[src/rtl/regbank_pkg.sv]
package regbank_pkg;
  localparam logic [3:0] REGION_ID = 4'h2;
  localparam int NUM_REGS = 6;
  localparam int IDX_UART = 0;
  localparam int IDX_MASK = 1;
  localparam int IDX_STAT = 2;
  localparam int IDX_SET  = 3;
  localparam int IDX_CLR  = 4;
  localparam int IDX_GIN  = 5;
endpackage

[src/rtl/regbank_decode.sv]
module regbank_decode
  import regbank_pkg::*;
(
  input  logic [31:0]         addr,
  input  logic [3:0]          byte_we,
  output logic                in_region,
  output logic                wr,
  output logic [NUM_REGS-1:0] sel
);
  logic [3:0] idx;
  assign in_region = (addr[31:28] == REGION_ID);
  assign idx = addr[7:4];
  assign wr = |byte_we;
  for (genvar i = 0; i < NUM_REGS; i++) begin : g_sel
    assign sel[i] = in_region && (idx == 4'(i));
  end
endmodule

[src/rtl/regbank_irq.sv]
module regbank_irq #(
  parameter int IRQ_W = 8
) (
  input  logic             clk,
  input  logic             rst,
  input  logic             mask_we,
  input  logic [IRQ_W-1:0] mask_wdata,
  input  logic [IRQ_W-1:0] status,
  output logic [IRQ_W-1:0] mask_q,
  output logic             irq
);
  always_ff @(posedge clk) begin
    if (rst) mask_q <= '0;
    else if (mask_we) mask_q <= mask_wdata;
  end
  assign irq = |(status & mask_q);
endmodule

[src/rtl/regbank_gpio.sv]
module regbank_gpio #(
  parameter int GPIO_W = 32
) (
  input  logic              clk,
  input  logic              rst,
  input  logic              set_we,
  input  logic              clr_we,
  input  logic [GPIO_W-1:0] wbits,
  input  logic [GPIO_W-1:0] pins_in,
  output logic [GPIO_W-1:0] out_q,
  output logic [GPIO_W-1:0] in_q
);
  for (genvar i = 0; i < GPIO_W; i++) begin : g_bit
    always_ff @(posedge clk) begin
      if (rst) out_q[i] <= 1'b0;
      else if (set_we && wbits[i]) out_q[i] <= 1'b1;
      else if (clr_we && wbits[i]) out_q[i] <= 1'b0;
    end
  end
  always_ff @(posedge clk) begin
    if (rst) in_q <= '0;
    else in_q <= pins_in;
  end
endmodule

[src/rtl/periph_regbank.sv]
module periph_regbank
  import regbank_pkg::*;
#(
  parameter int DATA_W = 32,
  parameter int IRQ_W  = 8,
  parameter int GPIO_W = 32,
  parameter int BYTE_W = 8
) (
  input  logic              clk,
  input  logic              rst,
  input  logic [31:0]       bus_addr,
  input  logic [3:0]        bus_byte_we,
  input  logic [DATA_W-1:0] bus_wdata,
  output logic [DATA_W-1:0] bus_rdata,
  output logic              bus_pause,
  output logic              uart_tx_valid,
  input  logic              uart_tx_ready,
  output logic [BYTE_W-1:0] uart_tx_data,
  input  logic              uart_rx_valid,
  output logic              uart_rx_ready,
  input  logic [BYTE_W-1:0] uart_rx_data,
  input  logic [IRQ_W-3:0]  irq_ext,
  output logic              irq,
  output logic [GPIO_W-1:0] gpio_out,
  input  logic [GPIO_W-1:0] gpio_in
);
  logic                in_region;
  logic                wr;
  logic [NUM_REGS-1:0] sel;
  logic [IRQ_W-1:0]    status;
  logic [IRQ_W-1:0]    mask_q;
  logic [GPIO_W-1:0]   in_q;

  regbank_decode u_dec (
    .addr(bus_addr), .byte_we(bus_byte_we),
    .in_region(in_region), .wr(wr), .sel(sel)
  );

  assign status = {irq_ext, uart_tx_ready, uart_rx_valid};

  regbank_irq #(.IRQ_W(IRQ_W)) u_irq (
    .clk(clk), .rst(rst),
    .mask_we(wr && sel[IDX_MASK]),
    .mask_wdata(bus_wdata[IRQ_W-1:0]),
    .status(status), .mask_q(mask_q), .irq(irq)
  );

  regbank_gpio #(.GPIO_W(GPIO_W)) u_gpio (
    .clk(clk), .rst(rst),
    .set_we(wr && sel[IDX_SET]),
    .clr_we(wr && sel[IDX_CLR]),
    .wbits(bus_wdata[GPIO_W-1:0]),
    .pins_in(gpio_in),
    .out_q(gpio_out), .in_q(in_q)
  );

  assign uart_tx_valid = wr && sel[IDX_UART];
  assign uart_tx_data  = bus_wdata[BYTE_W-1:0];
  assign bus_pause     = uart_tx_valid && !uart_tx_ready;
  assign uart_rx_ready = !wr && sel[IDX_UART];

  always_comb begin
    bus_rdata = '0;
    if (sel[IDX_UART])      bus_rdata = DATA_W'(uart_rx_data);
    else if (sel[IDX_MASK]) bus_rdata = DATA_W'(mask_q);
    else if (sel[IDX_STAT]) bus_rdata = DATA_W'(status);
    else if (sel[IDX_GIN])  bus_rdata = DATA_W'(in_q);
  end
endmodule

[config.mk]
export PLATFORM = sky130hd
export DESIGN_NAME = periph_regbank
export DESIGN_NICKNAME = d
export VERILOG_FILES = /design/src/rtl/regbank_pkg.sv /design/src/rtl/regbank_decode.sv /design/src/rtl/regbank_irq.sv /design/src/rtl/regbank_gpio.sv /design/src/rtl/periph_regbank.sv
export SDC_FILE = /design/constraint.sdc
export NUM_CORES = 1
export LEC_CHECK = 0
export BUFFER_PORTS_ARGS = -buffer_cell sky130_fd_sc_hd__buf_2
export CAP_MARGIN = 25
export CORE_ASPECT_RATIO = 1.2
export CORE_MARGIN = 3
export CORE_UTILIZATION = 45
export CTS_BUF_LIST = sky130_fd_sc_hd__clkbuf_8 sky130_fd_sc_hd__clkbuf_16
export DETAILED_ROUTE_END_ITERATION = 8
export PLACE_DENSITY = 0.83
export SYNTH_ARGS = -nofsm -noshare
export SYNTH_HDL_FRONTEND = slang
export SYNTH_SLANG_ARGS = --single-unit
[constraint.sdc]
create_clock -name clk -period 3.06 [get_ports clk]
set_input_delay 0.153 -clock clk [delete_from_list [all_inputs] [get_ports clk]]
set_output_delay 0.153 -clock clk [all_outputs]
set_load 0.01 [all_outputs]
==> results of run 1 <==
-- cell usage after synthesis (3+ instances only) --
library cell	count
a211oi_1	8
a21oi_1	16
a22oi_1	4
a311oi_1	32
a31o_1	11
a31o_2	21
and2_1	24
buf_2	3
buf_4	9
clkbuf_1	23
dfxtp_1	72
inv_1	32
mux2i_1	16
nand2b_1	8
nor2_1	10
nor2b_1	34
-- how the worst min path moves through the flow --
stage	endpoint	from	cells past startpoint	slack, ps
2_1_floorplan	u_gpio.in_q[0]	gpio_in[0]	1	280
3_3_place_gp	u_gpio.in_q[8]	gpio_in[8]	2	360
3_5_place_dp	u_gpio.in_q[28]	gpio_in[28]	2	370
4_1_cts	u_gpio.in_q[28]	gpio_in[28]	2	10
5_1_grt	u_gpio.in_q[14]	gpio_in[14]	2	10
6_report	u_gpio.in_q[0]	gpio_in[0]	2	30
-- metal layers --
layer / vias up / global-route usage [%]
met5: - / 0
met4: 0 / 9.43
met3: 18 / 5.18
met2: 125 / 35.4
met1: 1448 / 22.6
li1: 1492 / -
-- cell usage in the layout, fill, tap and decap left out, types with 8 or more instances in the layout --
master and count:
buf_2 169, dfxtp_1 72, nor2b_1 34, inv_1 33, a311oi_1 32, and2_1 24
a31o_2 21, mux2i_1 16, a21oi_1 16, a31o_1 11, nor2_1 10, clkbuf_8 10
nand2b_1 8, a211oi_1 8
-- stage by stage --
stage,util [%],setup slack (ps),hold WS (ps)
finish,62.4,1010,30.0
global route,62.4,885,9.53
CTS,62.4,1000,9.61
detailed placement,58.8,999,365
global placement,58.8,1020,361
floorplan,-,1090,281
-- where the power goes --
group / internal, mW / total [mW] / switching (mW) / leakage [nW]
logic: 0.0793 / 0.172 / 0.0922 / 1.25
clock network: 0.561 / 0.894 / 0.333 / 0.128
registers: 0.960 / 0.965 / 0.00519 / 0.589
-- kinds of logic (layout without fill, tap and decap cells) --
group,Yosys count,after routing,synth area share [%]
buf+inv,69,223,9.23
compound gates,92,92,22.7
flops,72,72,44.9
simple gates,89,89,18.2
mux,16,16,4.98
-- critical path, cell delays in order --
cell and delay (ps):
buf_2 90, or4b_4 590, or2_2 420, nor2_1 130
buf_4 220, and2_1 150, buf_2 130
-- cell type report --
type | count | area [sq um]
sequential | 72 | 1440
clock buffer | 10 | 138
fill | 601 | 2590
inverter | 32 | 120
timing repair buffer | 175 | 891
tap | 87 | 109
clock inverter | 6 | 108
multi-input combinational | 197 | 1500
-- flip-flops by register name (all words and copies together), names as in the netlist --
register / flops
u_gpio.out_q: 32
u_gpio.in_q: 32
u_irq.mask_q: 8
==> summary.txt, run 1 <==
Global routing
  • Tot GR Track Use: 20.1%
  • Grt total ovfl: 0
  • Pin count of the biggest net entering global routing: 39
  • Vias in the first global route: 2,875
  • First-pass GRT wire length: 13.5 mm
  • Initial antenna violation count: 0

Timing
  • Final Critical Period: 2050 ps
  • Fin. Hold Viols: 0
  • Slew @ Worst Pin: 883 ps
  • Slew Limit Fails: 0
  • Fmax: 0.489 GHz
  • RSZ-0062 raised after global routing: false
  • Clock Skews: 0 ps
  • Final worst path period share: between 60% and 70%
  • # setup viols final: 0
  • Setup TNS: 0 ps
  • Max_slew headroom: 40.6%

CTS
  • Clock Path Buffers: 2
  • CTS tree: built
  • Root Buffer Master: clkbuf_8
  • CTS Sinks: 72
  • Total CTS buffers: 9
  • CTS resizes: 0
  • CTS H-Tree Depth: 3
  • Post-CTS Hold Buffers: 0
  • Clk_lat worst skew: 330 ps
  • Reg clk slew, reported paths: 80 ps
  • Post-CTS setup buffers: 0

Synth
  • Synth warn: 0
  • Distinct cells, synth: 28
  • Ys async rst share: 0%
  • Syn Inst Count: ~340
  • Top cells by area, synth: dfxtp_1 (45%), a311oi_1 (8.7%), nor2b_1 (6.6%), a31o_2 (5.7%), mux2i_1 (5.0%)
  • Largest area contributor in the netlist: dfxtp_1
  • Net Count, Synth: 456
  • Yosys reg bits: 72
  • Top_reg_cell synth: dfxtp_1
  • Post-synth EDFFs: 0
  • Yosys top cell area share: 44.9%
  • Register area share after synthesis: 44.9%
  • Syn Area/Cell: 9.51 sq um
  • Area of the mapped netlist: 0.00321 sq mm

Drt
  • Via Count: 3,083
  • Vias/cell: approximately 5.3
  • Pre-antenna DRT Iters: 4
  • DR WL/cell: approximately 15 um
  • Total length of routed met2 wires: 4.38 mm
  • DRC Markers: 0
  • Top sig layer: met4
  • Routed Antenna Nets: 0
  • WL met1: 3.33 mm
  • DR iter-0 viols: 105
  • Routed WL: 8.53 mm
  • Routed wl met3: 585 um

Floorplan
  • Die Y: 98.6 um
  • Die width: 83.1 um
  • Initial Util: a little under half
  • Die area: slightly above 0.008 sq mm
  • Core area: 0.00690 sq mm
  • FP Rows: 33
  • I/O pins: 194

Setup path
  • Reg2reg end: u_gpio.out_q[27]
  • Setup crit end: bus_rdata[22]
  • Max Fanout on Critical Path: 24
  • Critical Path AT: 1890 ps
  • Worst setup SP type: input port
  • RR Startpoint: u_gpio.out_q[27]
  • Worst R2R Setup Slack: 2260 ps
  • Class of the most critical setup path: in2out
  • Critical Path End Type: output port
  • Critical path required time: ~2900 ps
  • Critical path origin: bus_addr[31]
  • R2R depth: 3

Run status
  • Status: finished, final reports clean

Placed design
  • Placement Cell Area: 0.00406 sq mm
  • PortBufs: 169
  • Gpl congestion: 0.955
  • DPL Wire Length: approximately 6.2 mm
  • Placed Instances: 563

Cells and area
  • Post-route cell area: around 0.0043 sq mm
  • Final nets: 605
  • Share of cells above drive strength 1: about 45%
  • Ant diodes: 0
  • Synthesis-to-finish area growth: 33.9%
  • Post-Layout Cell Count: 579

Power and ir drop
  • Total Power: a little over 2 mW
  • Static Leak: 1.97 nW
  • PwrDens: roughly 470 mW/mm^2
  • Maximum vdd ir drop: 0.280 mV

Job
  • Number of max-cap violations: 0

Hold path
  • Worst hold-check path type: in2reg
Power figures use the tool's default switching activity.
==> inputs of run 2 (changes only) <==
CORE_UTILIZATION = 43   (was 45)
PLACE_DENSITY = 0.8   (was 0.83)
clock period = 2.1 ns   (was 3.06 ns; I/O delays follow)
==> summary.txt, run 2 (same netlist as run 1, synthesis figures left out) <==
Run status
  • Status: finished, final reports clean (unchanged)

Placed design
  • Placement Cell Area: 0.00411 sq mm (was 0.00406 sq mm)
  • DPL Wire Length: 6.58 mm (was 6.21 mm)
  • Gpl congestion: 0.889 (was 0.955)
  • PortBufs: 169 (unchanged)

Floorplan
  • I/O pins: 194 (unchanged)
  • Die Y: 101 um (was 98.6 um)
  • Die width: 84.9 um (was 83.1 um)
  • FP Rows: 33 (unchanged)
  • Core area: 0.00706 sq mm (was 0.00690 sq mm)
  • Initial Util: 45.5% (was 46.6%)
  • Die area: 0.00855 sq mm (was 0.00819 sq mm)

Hold path
  • Hold endpoint: u_gpio.out_q[18] (was u_gpio.in_q[0])
  • Worst Min Path Start: bus_wdata[18] (was gpio_in[0])
  • Hold depth: 2 (unchanged)
  • Worst hold-check path type: in2reg (unchanged)

CTS
  • Clock Path Buffers: 2 (unchanged)
  • Clk_lat worst skew: 320 ps (was 330 ps)
  • Reg clk slew, reported paths: 70 ps (was 80 ps)
  • CTS Sinks: 72 (unchanged)
  • CTS tree: built (unchanged)
  • CTS H-Tree Depth: 3 (unchanged)
  • CTS resizes: 0 (unchanged)
  • Total CTS buffers: 9 (unchanged)
  • Root Buffer Master: clkbuf_8 (unchanged)

Setup path
  • Critical path required time: 2000 ps (was 2910 ps)
  • Critical Path AT: 1860 ps (was 1890 ps)
  • CP Buf/Inv Count: 3 (unchanged)
  • Slowest CP cell: or4b_4 (unchanged)
  • Top Family by Delay on Critical Path: simple AND/OR/NAND/NOR gates (unchanged)
  • RR Startpoint: u_gpio.out_q[26] (was u_gpio.out_q[27])
  • Class of the most critical setup path: in2out (unchanged)
  • Critical Path End Type: output port (unchanged)
  • Worst R2R Setup Slack: 1290 ps (was 2260 ps)
  • R2R depth: 3 (unchanged)
  • Worst setup SP type: input port (unchanged)
  • Crit-path max cell delay: 580 ps (was 590 ps)
  • Reg2reg end: u_gpio.out_q[26] (was u_gpio.out_q[27])
  • Most used cell, CP: buf_2 (unchanged)
  • Worst path cell trace: buf_2 -> or4b_4 -> or2_2 -> nor2_1 -> buf_4 -> and2_1 -> buf_2 (unchanged)
  • Max Fanout on Critical Path: 24 (unchanged)

Cells and area
  • Share of cells above drive strength 1: 42.8% (was 44.9%)
  • Most frequent cells in the layout: buf_2 (169), dfxtp_1 (72), nor2b_1 (34), inv_1 (34), a311oi_1 (32) (was buf_2 (169), dfxtp_1 (72), nor2b_1 (34))
  • Largest regs: u_gpio.in_q (32), u_gpio.out_q (32), u_irq.mask_q (8) (unchanged)
  • Synthesis-to-finish area growth: 43.6% (was 33.9%)
  • Post-route cell area: 0.00461 sq mm (was 0.00430 sq mm)
  • Commonest non-fill, non-tap cell in the layout: buf_2 (unchanged)
  • Ant diodes: 0 (unchanged)
  • Final nets: 641 (was 605)

Global routing
  • Tot GR Track Use: 22.2% (was 20.1%)
  • Initial antenna violation count: 0 (unchanged)
  • Grt total ovfl: 0 (unchanged)
  • Pin count of the biggest net entering global routing: 65 (was 39)
  • Vias in the first global route: 3,123 (was 2,875)
  • First-pass GRT wire length: 15.2 mm (was 13.5 mm)

Timing
  • Clock Skews: 0 ps (unchanged)
  • Max_slew headroom: 61.8% (was 40.6%)
  • Slew Limit Fails: 0 (unchanged)
  • Final Critical Period: 1960 ps
  • RSZ-0062 raised after global routing: false (unchanged)
  • Final worst path period share: between 90% and 100%
  • Slew @ Worst Pin: 571 ps (was 883 ps)
  • Fmax: 0.509 GHz
  • Fin. Hold Viols: 0 (unchanged)
  • Setup TNS: 0 ps (unchanged)
  • # setup viols final: 0 (unchanged)

Drt
  • Routed Antenna Nets: 0 (unchanged)
  • DR WL/cell: 15.5 um (was 14.7 um)
  • DRC Markers: 0 (unchanged)
  • Vias/cell: 5.16 (was 5.32)
  • Via Count: 3,176 (was 3,083)
  • DR iter-0 viols: 112 (was 105)
  • Pre-antenna DRT Iters: 4 (unchanged)
  • Routed WL: 9.53 mm (was 8.53 mm)

Power and ir drop
  • Static Leak: 2.11 nW (was 1.97 nW)
  • Maximum vdd ir drop: 0.407 mV (was 0.280 mV)
  • PwrDens: 608 mW/mm^2 (was 472 mW/mm^2)

Job
  • Number of max-cap violations: 0 (unchanged)
==> run 2: cell types whose count changed in the layout (fill, tap and decap cells not counted), sizes merged <==
cell,change
clkbuf,+1
buf,+6
bufinv,-2
dlygate4sd3,+30
inv,+1
==> run 2: metrics by stage <==
step	total power [mW]	utilization, %	instances	hold WS [ps]	setup WS, ps
floorplan	1.56	-	338	233	221
global placement	1.69	58.3	569	315	183
detailed placement	1.70	58.3	569	321	172
CTS	2.83	65.3	615	0.501	172
global route	2.92	65.3	615	0.377	65.1
finish	2.80	65.3	615	13.6	136
==> run 2: worst register-to-register path: stages (launching register included) <==
cell and delay, ps:
dfxtp_1 340, inv_1 40, a311oi_1 240, a31o_2 140
==> run 2: final cells by class <==
type | instances | area (sq um)
flip-flops and latches | 72 | 1440
multi-input cells | 197 | 1500
clock inverters | 5 | 47.5
repair buffers | 211 | 1250
inverters | 32 | 120
well taps | 87 | 109
clock buffers | 11 | 151
fillers | 590 | 2450
==> run 2: worst max path at each step <==
stage	startpoint	end	slack, ps	cells after the start
floorplan	bus_addr[31]	bus_pause	220	5
global placement	bus_addr[31]	bus_rdata[21]	180	7
detailed placement	bus_addr[31]	bus_rdata[19]	170	7
CTS	bus_addr[31]	bus_rdata[19]	170	7
global route	bus_addr[31]	bus_rdata[15]	70	7
finish	bus_addr[31]	bus_rdata[15]	140	7
==> run 2: where the power goes <==
| part | total [mW] | internal [mW] | switching, mW |
|---|---|---|---|
| registers | 1.41 | 1.40 | 0.00867 |
| logic | 0.306 | 0.158 | 0.148 |
| clock network | 1.09 | 0.602 | 0.488 |
==> run 2: routing by layer <==
metal / track usage (%) / share of wire, % / vias to the layer above
li1: - / - / 1562
met1: 25.6 / 39 / 1473
met2: 40.0 / 52 / 121
met3: 4.33 / 5.4 / 20
met4: 9.38 / 2.8 / 0
met5: 0 / 0 / -
==> run 2: repair_timing <==
action,in CTS,in global routing
buffers inserted,0,0
endpoints found under the hold margin,30,0
hold buffers,30,0
